[src/rtl/rsq_pkg.sv]
package rsq_pkg;

    typedef enum logic [2:0] {
        CAUSE_NONE      = 3'd0,
        CAUSE_POWER_ON  = 3'd1,
        CAUSE_BROWNOUT  = 3'd2,
        CAUSE_WDOG_RUN  = 3'd3,
        CAUSE_WDOG_WAKE = 3'd4,
        CAUSE_PIN_RUN   = 3'd5,
        CAUSE_PIN_SLEEP = 3'd6
    } rst_cause_e;

    typedef enum logic [1:0] {
        SEQ_HOLD  = 2'd0,
        SEQ_PWRUP = 2'd1,
        SEQ_OSCST = 2'd2,
        SEQ_RUN   = 2'd3
    } seq_state_e;

endpackage

[src/rtl/rsq_sync.sv]
module rsq_sync #(
    parameter int   STAGES  = 2,
    parameter logic RST_VAL = 1'b0
) (
    input  logic clk_i,
    input  logic arst_i,
    input  logic din_i,
    output logic dout_o
);
    logic [STAGES-1:0] sh_d, sh_q;

    generate
        if (STAGES == 1) begin : g_single
            always_comb sh_d = din_i;
        end else begin : g_chain
            always_comb sh_d = {sh_q[STAGES-2:0], din_i};
        end
    endgenerate

    always_ff @(posedge clk_i or posedge arst_i) begin
        if (arst_i) sh_q <= {STAGES{RST_VAL}};
        else        sh_q <= sh_d;
    end

    assign dout_o = sh_q[STAGES-1];
endmodule

[src/rtl/rsq_pin_filter.sv]
module rsq_pin_filter #(
    parameter int SYNC_STAGES = 2,
    parameter int FILT_LEN    = 4
) (
    input  logic clk_i,
    input  logic arst_i,
    input  logic pin_n_i,
    output logic held_low_o
);
    localparam int CW = (FILT_LEN > 2) ? $clog2(FILT_LEN) : 1;
    localparam logic [CW-1:0] LAST = CW'(FILT_LEN - 1);

    typedef struct packed {
        logic [CW-1:0] cnt;
        logic          active;
    } filt_t;

    filt_t cur_q, nxt_d;
    logic  pin_s;

    rsq_sync #(.STAGES(SYNC_STAGES), .RST_VAL(1'b1)) u_pin_sync (
        .clk_i (clk_i),
        .arst_i(arst_i),
        .din_i (pin_n_i),
        .dout_o(pin_s)
    );

    always_comb begin
        nxt_d = cur_q;
        if (!pin_s) begin
            if (cur_q.cnt == LAST) nxt_d.active = 1'b1;
            else                   nxt_d.cnt    = cur_q.cnt + CW'(1);
        end else begin
            nxt_d.cnt    = '0;
            nxt_d.active = 1'b0;
        end
    end

    always_ff @(posedge clk_i or posedge arst_i) begin
        if (arst_i) cur_q <= '0;
        else        cur_q <= nxt_d;
    end

    assign held_low_o = cur_q.active;
endmodule

[src/rtl/rsq_tick_sync.sv]
module rsq_tick_sync #(
    parameter int SYNC_STAGES = 2
) (
    input  logic clk_i,
    input  logic arst_i,
    input  logic slow_clk_i,
    output logic tick_o
);
    logic slow_s;
    logic prev_d, prev_q;

    rsq_sync #(.STAGES(SYNC_STAGES), .RST_VAL(1'b0)) u_slow_sync (
        .clk_i (clk_i),
        .arst_i(arst_i),
        .din_i (slow_clk_i),
        .dout_o(slow_s)
    );

    always_comb prev_d = slow_s;

    always_ff @(posedge clk_i or posedge arst_i) begin
        if (arst_i) prev_q <= 1'b0;
        else        prev_q <= prev_d;
    end

    assign tick_o = slow_s & ~prev_q;
endmodule

[src/rtl/rsq_timer_chain.sv]
module rsq_timer_chain
    import rsq_pkg::*;
#(
    parameter int PWRT_W = 11,
    parameter int OST_W  = 10
) (
    input  logic clk_i,
    input  logic arst_i,
    input  logic req_i,
    input  logic slow_tick_i,
    input  logic pwrt_en_i,
    input  logic ost_en_i,
    output logic chip_rst_o
);
    localparam int CNT_W = (PWRT_W > OST_W) ? PWRT_W : OST_W;
    localparam logic [CNT_W-1:0] PW_LAST = CNT_W'((2 ** PWRT_W) - 1);
    localparam logic [CNT_W-1:0] OS_LAST = CNT_W'((2 ** OST_W) - 1);

    typedef struct packed {
        seq_state_e       st;
        logic [CNT_W-1:0] cnt;
    } chain_t;

    chain_t cur_q, nxt_d;

    always_comb begin
        nxt_d = cur_q;
        if (req_i) begin
            nxt_d.st  = SEQ_HOLD;
            nxt_d.cnt = '0;
        end else begin
            case (cur_q.st)
                SEQ_HOLD: begin
                    nxt_d.cnt = '0;
                    if (pwrt_en_i)     nxt_d.st = SEQ_PWRUP;
                    else if (ost_en_i) nxt_d.st = SEQ_OSCST;
                    else               nxt_d.st = SEQ_RUN;
                end
                SEQ_PWRUP: begin
                    if (slow_tick_i) begin
                        if (cur_q.cnt == PW_LAST) begin
                            nxt_d.cnt = '0;
                            nxt_d.st  = ost_en_i ? SEQ_OSCST : SEQ_RUN;
                        end else begin
                            nxt_d.cnt = cur_q.cnt + CNT_W'(1);
                        end
                    end
                end
                SEQ_OSCST: begin
                    if (cur_q.cnt == OS_LAST) begin
                        nxt_d.cnt = '0;
                        nxt_d.st  = SEQ_RUN;
                    end else begin
                        nxt_d.cnt = cur_q.cnt + CNT_W'(1);
                    end
                end
                default: nxt_d = cur_q;
            endcase
        end
    end

    always_ff @(posedge clk_i or posedge arst_i) begin
        if (arst_i) begin
            cur_q.st  <= SEQ_HOLD;
            cur_q.cnt <= '0;
        end else begin
            cur_q <= nxt_d;
        end
    end

    assign chip_rst_o = (cur_q.st != SEQ_RUN);
endmodule

[src/rtl/reset_sequencer.sv]
module reset_sequencer
    import rsq_pkg::*;
#(
    parameter int PWRT_W      = 11,
    parameter int OST_W       = 10,
    parameter int FILT_LEN    = 4,
    parameter int SYNC_STAGES = 2
) (
    input  logic       osc_clk_i,
    input  logic       wdt_osc_clk_i,
    input  logic       por_i,
    input  logic       bor_detect_i,
    input  logic       bor_en_i,
    input  logic       ext_rst_n_i,
    input  logic       ext_rst_en_i,
    input  logic       wdt_timeout_i,
    input  logic       sleep_enter_i,
    input  logic       pwrt_en_i,
    input  logic       ost_en_i,
    output logic       chip_rst_o,
    output logic       to_flag_o,
    output logic       pd_flag_o,
    output logic [2:0] rst_cause_o
);
    typedef struct packed {
        logic       asleep;
        logic       to;
        logic       pd;
        rst_cause_e cause;
        logic       bor_seen;
        logic       pin_seen;
    } stat_t;

    stat_t stat_q, stat_d;

    logic pin_low, slow_tick;
    logic bor_req, pin_req, wdt_req, any_req;
    logic bor_evt, pin_evt, wake;
    logic asleep_q;

    rsq_pin_filter #(.SYNC_STAGES(SYNC_STAGES), .FILT_LEN(FILT_LEN)) u_pin_filter (
        .clk_i     (osc_clk_i),
        .arst_i    (por_i),
        .pin_n_i   (ext_rst_n_i),
        .held_low_o(pin_low)
    );

    rsq_tick_sync #(.SYNC_STAGES(SYNC_STAGES)) u_tick_sync (
        .clk_i     (osc_clk_i),
        .arst_i    (por_i),
        .slow_clk_i(wdt_osc_clk_i),
        .tick_o    (slow_tick)
    );

    rsq_timer_chain #(.PWRT_W(PWRT_W), .OST_W(OST_W)) u_timer_chain (
        .clk_i      (osc_clk_i),
        .arst_i     (por_i),
        .req_i      (any_req),
        .slow_tick_i(slow_tick),
        .pwrt_en_i  (pwrt_en_i),
        .ost_en_i   (ost_en_i),
        .chip_rst_o (chip_rst_o)
    );

    assign asleep_q = stat_q.asleep;
    assign bor_req  = bor_en_i & bor_detect_i;
    assign pin_req  = ext_rst_en_i & pin_low;
    assign wdt_req  = wdt_timeout_i & ~stat_q.asleep;
    assign any_req  = bor_req | pin_req | wdt_req;
    assign bor_evt  = bor_req & ~stat_q.bor_seen;
    assign pin_evt  = pin_req & ~stat_q.pin_seen;
    assign wake     = wdt_timeout_i & stat_q.asleep;

    always_comb begin
        stat_d          = stat_q;
        stat_d.bor_seen = bor_req;
        stat_d.pin_seen = pin_req;
        if (bor_evt) begin
            stat_d.to    = 1'b1;
            stat_d.pd    = 1'b1;
            stat_d.cause = CAUSE_BROWNOUT;
        end else if (wdt_req) begin
            stat_d.to    = 1'b0;
            stat_d.cause = CAUSE_WDOG_RUN;
        end else if (pin_evt) begin
            if (stat_q.asleep) begin
                stat_d.pd    = 1'b0;
                stat_d.cause = CAUSE_PIN_SLEEP;
            end else begin
                stat_d.cause = CAUSE_PIN_RUN;
            end
        end else if (wake) begin
            stat_d.to    = 1'b0;
            stat_d.pd    = 1'b0;
            stat_d.cause = CAUSE_WDOG_WAKE;
        end else if (sleep_enter_i && !chip_rst_o && !any_req && !stat_q.asleep) begin
            stat_d.asleep = 1'b1;
            stat_d.to     = 1'b1;
            stat_d.pd     = 1'b0;
        end
        if (any_req || wake) stat_d.asleep = 1'b0;
    end

    always_ff @(posedge osc_clk_i or posedge por_i) begin
        if (por_i) begin
            stat_q.asleep   <= 1'b0;
            stat_q.to       <= 1'b1;
            stat_q.pd       <= 1'b1;
            stat_q.cause    <= CAUSE_POWER_ON;
            stat_q.bor_seen <= 1'b0;
            stat_q.pin_seen <= 1'b0;
        end else begin
            stat_q <= stat_d;
        end
    end

    assign to_flag_o   = stat_q.to;
    assign pd_flag_o   = stat_q.pd;
    assign rst_cause_o = stat_q.cause;
endmodule

[config.mk]
export PLATFORM = sky130hd
export DESIGN_NAME = reset_sequencer
export DESIGN_NICKNAME = d
export VERILOG_FILES = /design/src/rtl/rsq_pkg.sv /design/src/rtl/rsq_sync.sv /design/src/rtl/rsq_pin_filter.sv /design/src/rtl/rsq_tick_sync.sv /design/src/rtl/rsq_timer_chain.sv /design/src/rtl/reset_sequencer.sv
export SDC_FILE = /design/constraint.sdc
export NUM_CORES = 1
export LEC_CHECK = 0
export BUFFER_PORTS_ARGS = -buffer_cell sky130_fd_sc_hd__buf_4
export CELL_PAD_IN_SITES_DETAIL_PLACEMENT = 1
export CELL_PAD_IN_SITES_GLOBAL_PLACEMENT = 2
export CORE_MARGIN = 3
export CORE_UTILIZATION = 39
export DETAILED_ROUTE_END_ITERATION = 6
export GPL_TIMING_DRIVEN = 0
export MAX_ROUTING_LAYER = met4
export PLACE_DENSITY_LB_ADDON = 0.12
export SYNTH_ARGS = -nofsm -noshare
export SYNTH_HDL_FRONTEND = slang
export SYNTH_SLANG_ARGS = --single-unit
[constraint.sdc]
create_clock -name osc_clk_i -period 3.8 [get_ports osc_clk_i]
set_input_delay 0 -clock osc_clk_i [delete_from_list [all_inputs] [get_ports osc_clk_i]]
set_output_delay 0 -clock osc_clk_i [all_outputs]
set_load 0.05 [all_outputs]
== After elaboration in Yosys (flattened, before gate mapping) ==
Index checks and enable logic that the tools add are counted.

* Bits in registers: 29
* Input bits: 11
* Output and inout port bits: 6
* Word-level logic and storage cells: 91

* $add $sub $neg: 2
* Equal/unequal tests: 17
* Multiplexer cells: 27
* Bitwise logic cells: 13
* Reductions and logical operators: 19

{| class="wikitable"
|+ Operator list
! kind !! count
|-
| 13-bit one-hot mux with 3 select lines || 1
|-
| 13-bit 2-to-1 mux || 2
|-
| 11-bit 2-to-1 mux || 2
|-
| 4-bit nonzero test || 4
|-
| 2-bit 2-to-1 mux || 7
|-
| 3-bit 2-to-1 mux || 4
|-
| 11-bit by 1-bit adder with 11-bit output (second input constant) || 1
|-
| 11-bit by 10-bit == test with 1-bit output (second input constant) || 1
|-
| 11-bit == test (second input constant) || 1
|-
| 2-bit by 1-bit != test with 1-bit output (second input constant) || 5
|-
| 1-bit 2-to-1 mux || 9
|-
| 3-bit != test (second input constant) || 3
|-
| 1-bit AND || 7
|-
| 3-bit by 2-bit != test with 1-bit output (second input constant) || 2
|-
| 5-bit 2-to-1 mux || 1
|-
| 5-bit AND reduction || 1
|-
| 2-bit == test (second input constant) || 2
|-
| 4-bit 2-to-1 mux || 1
|-
| 2-bit != test (second input constant) || 2
|-
| 1-bit NOT || 4
|-
| 2-bit AND reduction || 2
|-
| 4-bit AND reduction || 1
|-
| 2-bit nonzero test || 2
|-
| 1-bit logical AND || 3
|-
| 7 further kinds || 10
|}

== Depth between registers and ports, before layout ==
Gate-level depths: netlist of the first run.

* Word-level depth: 12
* Gate-level depth with buffers: 8
* Mapped depth without buffers: 7

== Hierarchy ==
Synthesis of the first run repeated with hierarchy kept, for this count alone.

* Cell total of the unflattened synthesis: 155
* Area, all modules: 1586.5 sq um

{| class="wikitable"
|+ Modules (own cells, without submodules)
! module !! times used !! cells each !! area an instance (sq um) !! sequential area each (sq um)
|-
| rsq_timer_chain || 1 || 97 || 908.4 || 325.3
|-
| reset_sequencer || 1 || 38 || 400.4 || 203.9
|-
| rsq_pin_filter || 1 || 11 || 125.1 || 75.1
|-
| rsq_sync (u_pin_filter.u_pin_sync) || 1 || 3 || 56.3 || 52.6
|-
| rsq_sync (u_tick_sync.u_slow_sync) || 1 || 3 || 53.8 || 50.0
|-
| rsq_tick_sync || 1 || 3 || 42.5 || 25.0
|}

== Least setup slack after synthesis of the first run ==
Ideal clock, no wire load.

* Kind: register -> register
* Start point: reg u_timer_chain.cur_q[11] (netlist bit)
* End point: reg u_timer_chain.cur_q[10] (netlist bit)
* Library setup time: 0.128 ns
* Arrival: 1.661 ns
* Data required time: 3.672 ns
* Setup slack: 2.011 ns
* Stages on the path, launching flop included: 9
* Buffers on the path: 1
* Clock period less this slack: 1.789 ns
* Cells stage by stage: dfrtp_1 > inv_1 > ha_1 > nor2_1 > a21oi_1 > or2_2 > buf_4 > a41oi_1 > o22ai_1

* Cells in the longest elaborated chain, start to end: 3
* Elaborated cells on any way between the ends: 8
* Those cells by class: eq/ne (3); mux (2); reduce/logical (3)

{| class="wikitable"
|+ RTL lines
! item !! RTL line !! source
|-
| start, declared || rsq_timer_chain.sv:24 || <nowiki>chain_t cur_q, nxt_d;</nowiki>
|-
| start signal, assigned || rsq_timer_chain.sv:67 || <nowiki>cur_q <= nxt_d;</nowiki>
|-
| 2-bit == test, or another cell as far along || rsq_timer_chain.sv:32 || <nowiki>case (cur_q.st)</nowiki>
|-
| 13-bit one-hot mux with 3 select lines, or another cell as far along || rsq_timer_chain.sv:32 ||
|-
| 13-bit 2-to-1 mux or 2-bit AND reduction (tied branches) || -- ||
|}

Several ways; a longest one is shown, not always the timed one.
A chain may end at the register's enable or synchronous reset.

== Worst setup path after layout of the first run ==
* Start point: reg u_timer_chain.cur_q[0] (netlist bit)
* End point: reg u_timer_chain.cur_q[0] (netlist bit)

* Cells in the longest elaborated chain, start to end: 5
* Elaborated cells on any way between the ends: 8
* Those cells by class: add/sub (1); eq/ne (2); mux (5)

{| class="wikitable"
|+ RTL lines
! item !! RTL line !! source
|-
| 11-bit by 1-bit adder with 11-bit output or 11-bit == test (tied branches) || rsq_timer_chain.sv:45, rsq_timer_chain.sv:54, rsq_timer_chain.sv:41 ||
|-
| 11-bit 2-to-1 mux || rsq_timer_chain.sv:41 || <nowiki>if (cur_q.cnt == PW_LAST) begin</nowiki>
|-
| 13-bit 2-to-1 mux || rsq_timer_chain.sv:40 || <nowiki>if (slow_tick_i) begin</nowiki>
|-
| 13-bit one-hot mux with 3 select lines * || rsq_timer_chain.sv:32 ||
|-
| 13-bit 2-to-1 mux * || rsq_timer_chain.sv:28 || <nowiki>if (req_i) begin</nowiki>
|}

Mark *: on every way between the ends. The rest lies on a longest branch, timed or not. The select of a mux whose other input is x is not followed.

==> results of run 1 <==
worst reg2reg max path, delay by kind of cell (launching register included):
kind	cells	cell delay (ps)
fa+ha+maj	1	230
mux	1	280
simple gates	4	910
flops	1	400
buf+inv	1	150
area by class of cell:
class                      count  share of cell area [%]
multi-input combinational    103                    37.9
buffer                         5                    2.34
clock inverter                 2                   0.567
clock buffer                   6                    4.11
tap                           46                    3.26
timing repair buffer          19                    8.50
inverter                       9                    1.91
sequential                    29                    41.4
power by group through the flow:
| stage | logic (mW) | clock network [mW] | registers [mW] |
|---|---|---|---|
| global route | 0.347 | 0.268 | 0.364 |
| floorplan | 0.220 | 0 | 0.373 |
| finish | 0.307 | 0.241 | 0.361 |
| CTS | 0.315 | 0.249 | 0.361 |
| global placement | 0.295 | 0 | 0.363 |
| detailed placement | 0.309 | 0 | 0.367 |
synthesized netlist by cell type (all sizes together):
library cell,number,share of area [%]
a211o,1,0.59
a211oi,2,1.0
a21o,1,0.51
a21oi,7,2.4
a221o,1,0.68
a22o,5,3.4
a22oi,1,0.51
a41oi,2,1.2
and2,1,0.42
and2b,1,0.51
and3,2,0.85
buf,5,2.8
dfrtp,24,41
dfstp,5,8.9
ha,6,5.1
inv,9,2.3
mux2,1,0.76
mux2i,1,0.68
nand2,9,2.3
nand2b,4,1.7
nand3,5,2.0
nand4,2,0.85
nor2,18,5.1
nor2b,3,1.3
nor3,5,1.7
nor3b,2,1.0
nor4,1,0.42
nor4b,1,0.59
o21a,1,0.51
o21ai,11,4.5
o22ai,1,0.42
o31ai,2,1.0
o41ai,1,1.1
or2,3,1.3
or3,1,0.42
xor2,1,0.59
through the flow:
stage               total power, mW  util, %  hold WS [ps]  area (um2)  worst slack [ps]
global placement              0.658     47.3           110        1650              1790
detailed placement            0.676     47.3           112        1650              1710
finish                        0.909     50.6          3.96        1770              1720
floorplan                     0.592        -          4.48        1480              2010
CTS                           0.926     50.6          10.5        1770              1680
global route                  0.980     50.6          12.2        1770              1470
routing by layer:
metal / vias to the layer above / share of wire (%) / global-route usage [%]
met5: - / 0 / -
met4: 0 / 0.69 / 6.84
met3: 2 / 4.1 / 5.99
met2: 19 / 50 / 28.7
met1: 575 / 45 / 22.1
li1: 565 / - / -
flip-flops by register name, indices dropped and copies added (netlist names):
signal and count:
u_tick_sync.prev_q 1, rst_cause_o 3, u_tick_sync.u_slow_sync.sh_q 2, stat_q 2, to_flag_o 1, u_timer_chain.cur_q 13, asleep_q 1, pd_flag_o 1
u_pin_filter.cur_q 2, u_pin_filter.held_low_o 1, u_pin_filter.u_pin_sync.sh_q 2
logic make-up after synthesis:
logic type / after synthesis
and+or+nand+nor: 58
AOI/OAI and AO/OA: 36
DFF: 29
buffers and inverters: 14
adders and majority gates: 6
muxes: 2
xor gates and xnor gates: 1
path summary, 6_finish.rpt:
check                      cells past startpoint  slack, ps                                   endpoint
max                                            7       1720         u_timer_chain.cur_q[0]$_DFFE_PP0P_
min                                            2          4  u_tick_sync.u_slow_sync.sh_q[0]$_DFF_PP0_
max reg2reg                                    7       1720         u_timer_chain.cur_q[0]$_DFFE_PP0P_
min reg2reg                                    0        360  u_tick_sync.u_slow_sync.sh_q[1]$_DFF_PP0_
max in group asynchronous                      2       3120        u_pin_filter.held_low_o$_DFFE_PP0P_
min in group osc_clk_i                         3         20                        stat_q[1]$_DFF_PP0_
cells in the final DEF (no fill, tap or decap), types with 5 or more instances in the layout:
master / instances
nor2_1: 17
dfrtp_1: 24
buf_4: 20
nor3_1: 5
a22o_2: 5
inv_1: 9
dfstp_2: 5
clkbuf_8: 5
nand2_1: 9
a21oi_1: 7
o21ai_0: 5
ha_1: 6
timing repair:
action	in CTS	in global routing
gates resized for setup	0	0
endpoints found under the hold margin	3	0
hold buffers	3	0
==> results_dict.tcl, run 1 <==
set metrics [dict create \
    synthAdderAreaFrac_pct 5.08 \
    grt_pass1_vias 1255 \
    yosysWarnings 0 \
    hpwl_mm 2.52 \
    port_buffers 16 \
    root_buffer "clkbuf_8" \
    clockBufferDepth 2 \
    route.detailed.drc 0 \
    min_period_ps 2080 \
    crit_start "u_timer_chain.cur_q[0]$_DFFE_PP0P_" \
    hold_class "input port to asynchronous set/reset pin" \
    fillers 395 \
    cts_tree "built" \
    final_cells 219 \
    period_share_pct 54.7 \
    numCtsBuffers 5 \
    final_nets 189 \
    setup_tns_ps 0 \
    p_sw_mw 0.318 \
    ir_worst_vdd_uv 259 \
    cp.buffers_inverters 1 \
    status "finished, final reports clean" \
    core-area_mm2 0.00349 \
    synth-xor-area-share_pct 0.593 \
    clock_latency_ps 280 \
    cp-end-kind "flip-flop" \
    initial_utilization_pct 42.2 \
    cp_max_fo 8 \
    synth.mux.area_fraction_pct 1.44 \
    cap_violations 0 \
    synthSimpleGateAreaFrac_pct 20.4 \
    internal-power_mw 0.591 \
    die-width_um 67.5 \
    cp.arrival_ps 2240 \
    via_per_inst 5.30 \
    drive_gt1_share_pct 27.7 \
    swShare_pct 35.0 \
    clock_sinks 29 \
    cts_setup_buffers 0 \
    critPathLaunchType "flip-flop" \
    drv_slew 0 \
    area_growth_pct 19.7 \
    die_area_mm2 0.00456 \
    pwr-share-seq_pct 39.7 \
    gp_congestion 0.765 \
    vias 1161 \
    slowest_stage "nor4b_1" \
    path_class "flip-flop to flip-flop" \
    grt_max_degree 30 \
    syn-num-nets 163 \
    register_area_um2 732 \
    rsz0062_at_grt "no" \
    relSlewSlack_pct 25.9 \
    drtIter0Drc 54 \
    synth_area_mm2 0.00148 \
    cp_cell_sequence "ha_1, nand3_1, nor4b_1, or3_1, buf_6, nor2_4, mux2_2" \
    firstDrtPassIters 4 \
    hold_violations 0 \
    wl_mm 3.33 \
    power_density_mw_per_mm2 515 \
    finalSetupViolations 0 \
    antenna_cells 0 \
    cts.clk_slew.worst_paths_ps 60 \
    slowest_delay_ps 440 \
    fmax_ghz 0.481 \
    power_frac_clock_pct 26.5 \
    rows 21 \
    die_h_um 67.5 \
    critical_path_required_ps 3970 \
    clock_skew_ps 3.67 \
    htree_num_levels 2 \
    ys_seq_elements 29 \
    io_pins 17 \
    pwr-share-comb_pct 33.8 \
    yosysUniqueCellTypes 41 \
    synth_top_family_by_area "simple AND/OR/NAND/NOR gates" \
    antenna_found_initial 0 \
    netlist_instances 146 \
    multi_input_area_um2 669 \
    grt_first_pass_wirelength_mm 5.89 \
    grt.overflow.total 0 \
    cp_top_family "simple AND/OR/NAND/NOR gates" \
    antenna_left 0 \
    avgSynthCellArea_um2 10.1 \
    synth_compound_area_share_pct 17.8 \
    crit-reg2reg-launch "u_timer_chain.cur_q[0]$_DFFE_PP0P_" \
    power_leakage_nw 0.806 \
    grtUsageTotal_pct 18.4 \
    yosysSeqAreaShare_pct 49.6 \
    dp_cells 208 \
    worst_slew_pin_slew_ps 1110 \
    avgRoutedWirePerCell_um 15.2 \
]
(Power assumes the default switching activity.)
==> run 2, diff against run 1 <==
CORE_UTILIZATION = 33   (was 39)
clock period = 1.9 ns   (was 3.8 ns; I/O delays follow)
==> run 2 against run 1 <==
Compared with the run above: worst setup slack lost 1700 ps; power grew 150%; clock skew grew 2.1 ps; final area grew 17%; register-to-register slack lost 1700 ps; largest cell class is now multi-input combinational cells.
==> results_dict.tcl, run 2 (same netlist as run 1, synthesis figures left out) <==
set metrics [dict create \
    drtIter0Drc 42 \
    initial_utilization_pct 35.6 \
    area_growth_pct 39.8 \
    fin_util_pct 49.8 \
    cts_tree "built" \
    clock_latency_ps 280 \
    cp_cell_sequence "inv_2, ha_4, nand2b_4, o41ai_4, or3_1, buf_6, nor2_4, mux2_4" \
    port_buffers 16 \
    numCtsBuffers 5 \
    firstDrtPassIters 4 \
    gp_congestion 0.783 \
    period_share_pct 99.8 \
    top_register "u_timer_chain.cur_q" \
    hold_class "input port to asynchronous set/reset pin" \
    hold_violations 0 \
    min_period_ps 1900 \
    fmax_ghz 0.527 \
    wl_mm 3.69 \
    cp-end-kind "flip-flop" \
    clock_sinks 29 \
    clock_skew_ps 5.75 \
    crit-reg2reg-launch "u_timer_chain.cur_q[11]$_DFFE_PP0P_" \
    path_class "flip-flop to flip-flop" \
    cts.clk_slew.worst_paths_ps 70 \
    finalSetupViolations 0 \
    antenna_left 0 \
    rsz0062_at_grt "yes" \
    critPathLaunchType "flip-flop" \
    stdcell_area_mm2 0.00206 \
    ir_worst_vdd_uv 414 \
    cp.buffers_inverters 2 \
    status "finished, final reports clean" \
    setup_tns_ps 0 \
    root_buffer "clkbuf_8" \
    cp_top_family "simple AND/OR/NAND/NOR gates" \
    crit_start "u_timer_chain.cur_q[11]$_DFFE_PP0P_" \
    slowest_delay_ps 370 \
    power_leakage_nw 0.914 \
    hpwl_mm 2.50 \
    avgRoutedWirePerCell_um 15.6 \
    hold_ws_ps 16.0 \
    critical_path_required_ps 2060 \
    cap_violations 0 \
    grt_first_pass_wirelength_mm 6.27 \
    via_per_inst 5.26 \
    grt.overflow.total 0 \
    cp.arrival_ps 2060 \
    drive_gt1_share_pct 40.1 \
    core-area_mm2 0.00414 \
    relSlewSlack_pct 24.6 \
    power_density_mw_per_mm2 1090 \
    antenna_found_initial 0 \
    drv_slew 0 \
    route.detailed.drc 0 \
    final_common_cell "buf_4" \
    clockBufferDepth 2 \
    place_area_mm2 0.00166 \
    io_pins 17 \
    rows 23 \
    final_nets 203 \
    slowest_stage "dfrtp_1" \
    largest_reg_flops 13 \
    die_area_mm2 0.00531 \
    die-width_um 72.9 \
    grt_pass1_vias 1303 \
    die_h_um 72.9 \
    htree_num_levels 2 \
    layout_common_cells "30 x buf_4, 24 x dfrtp_1, 17 x nor2_1" \
    grtUsageTotal_pct 15.9 \
    antenna_cells 0 \
    worst_slew_pin_slew_ps 1130 \
    cp_max_fo 8 \
    power.total_mw 2.24 \
    grt_max_degree 30 \
    vias 1247 \
]
run 2: cell types whose count changed in the layout (fill, tap and decap cells not counted), sizes merged:
cell	previous run	this run
buf	21	33
clkinv	2	1
clkbuf	6	7
dlygate4sd3	3	5
run 2: what timing repair did:
action,4_1_cts,5_1_grt
endpoints found under the setup margin,11,9
pin swaps,3,4
resized for setup,17,9
cloned,0,0
hold buffers,5,0
setup buffers,4,8
hold endpoints to repair,4,0
run 2: cell type report:
class	instances	area, um2
tap	50	62.6
inverter	9	33.8
sequential	29	732
buffer	5	48.8
clock buffer	7	96.3
timing repair buffer	33	273
multi-input combinational	103	813
fill	465	2080
clock inverter	1	5.00
run 2: metrics by stage:
step                instances  setup slack, ps
floorplan                 146              111
global placement          212             -126
detailed placement        212             -210
CTS                       229             1.87
global route              237            -99.0
finish                    237             3.56
run 2: metal layers:
metal / up-vias / routed length, um / global-route usage (%)
met5: - / 0 / -
met4: 0 / 36 / 4.92
met3: 4 / 127 / 4.13
met2: 16 / 1800 / 25.2
met1: 630 / 1720 / 20.1
li1: 597 / - / -
run 2: path summary, 6_finish.rpt:
kind                                                             end  slack, ps  depth (start not counted)
max reg2reg                       u_timer_chain.cur_q[0]$_DFFE_PP0P_          4                          8
min                                             asleep_q$_DFFE_PP0P_         20                          2
max in group asynchronous         u_timer_chain.cur_q[4]$_DFFE_PP0P_       1200                          2
min in group osc_clk_i                           stat_q[0]$_DFF_PP0_         20                          2
max                               u_timer_chain.cur_q[0]$_DFFE_PP0P_          4                          8
min reg2reg                u_tick_sync.u_slow_sync.sh_q[1]$_DFF_PP0_        360                          0
run 2: worst reg2reg max path: cells and delay by family (launching register included):
| family | cells | cell delay, ps |
|---|---|---|
| buffers and inverters | 2 | 240 |
| AOI/OAI and AO/OA | 1 | 350 |
| DFF | 1 | 370 |
| and+or+nand+nor | 3 | 390 |
| muxes | 1 | 280 |
| adders and majority gates | 1 | 160 |
run 2: where the power goes:
part	switching [mW]	internal, mW	total, mW
registers	0.0438	0.680	0.724
clock network	0.234	0.327	0.561
logic	0.469	0.490	0.959
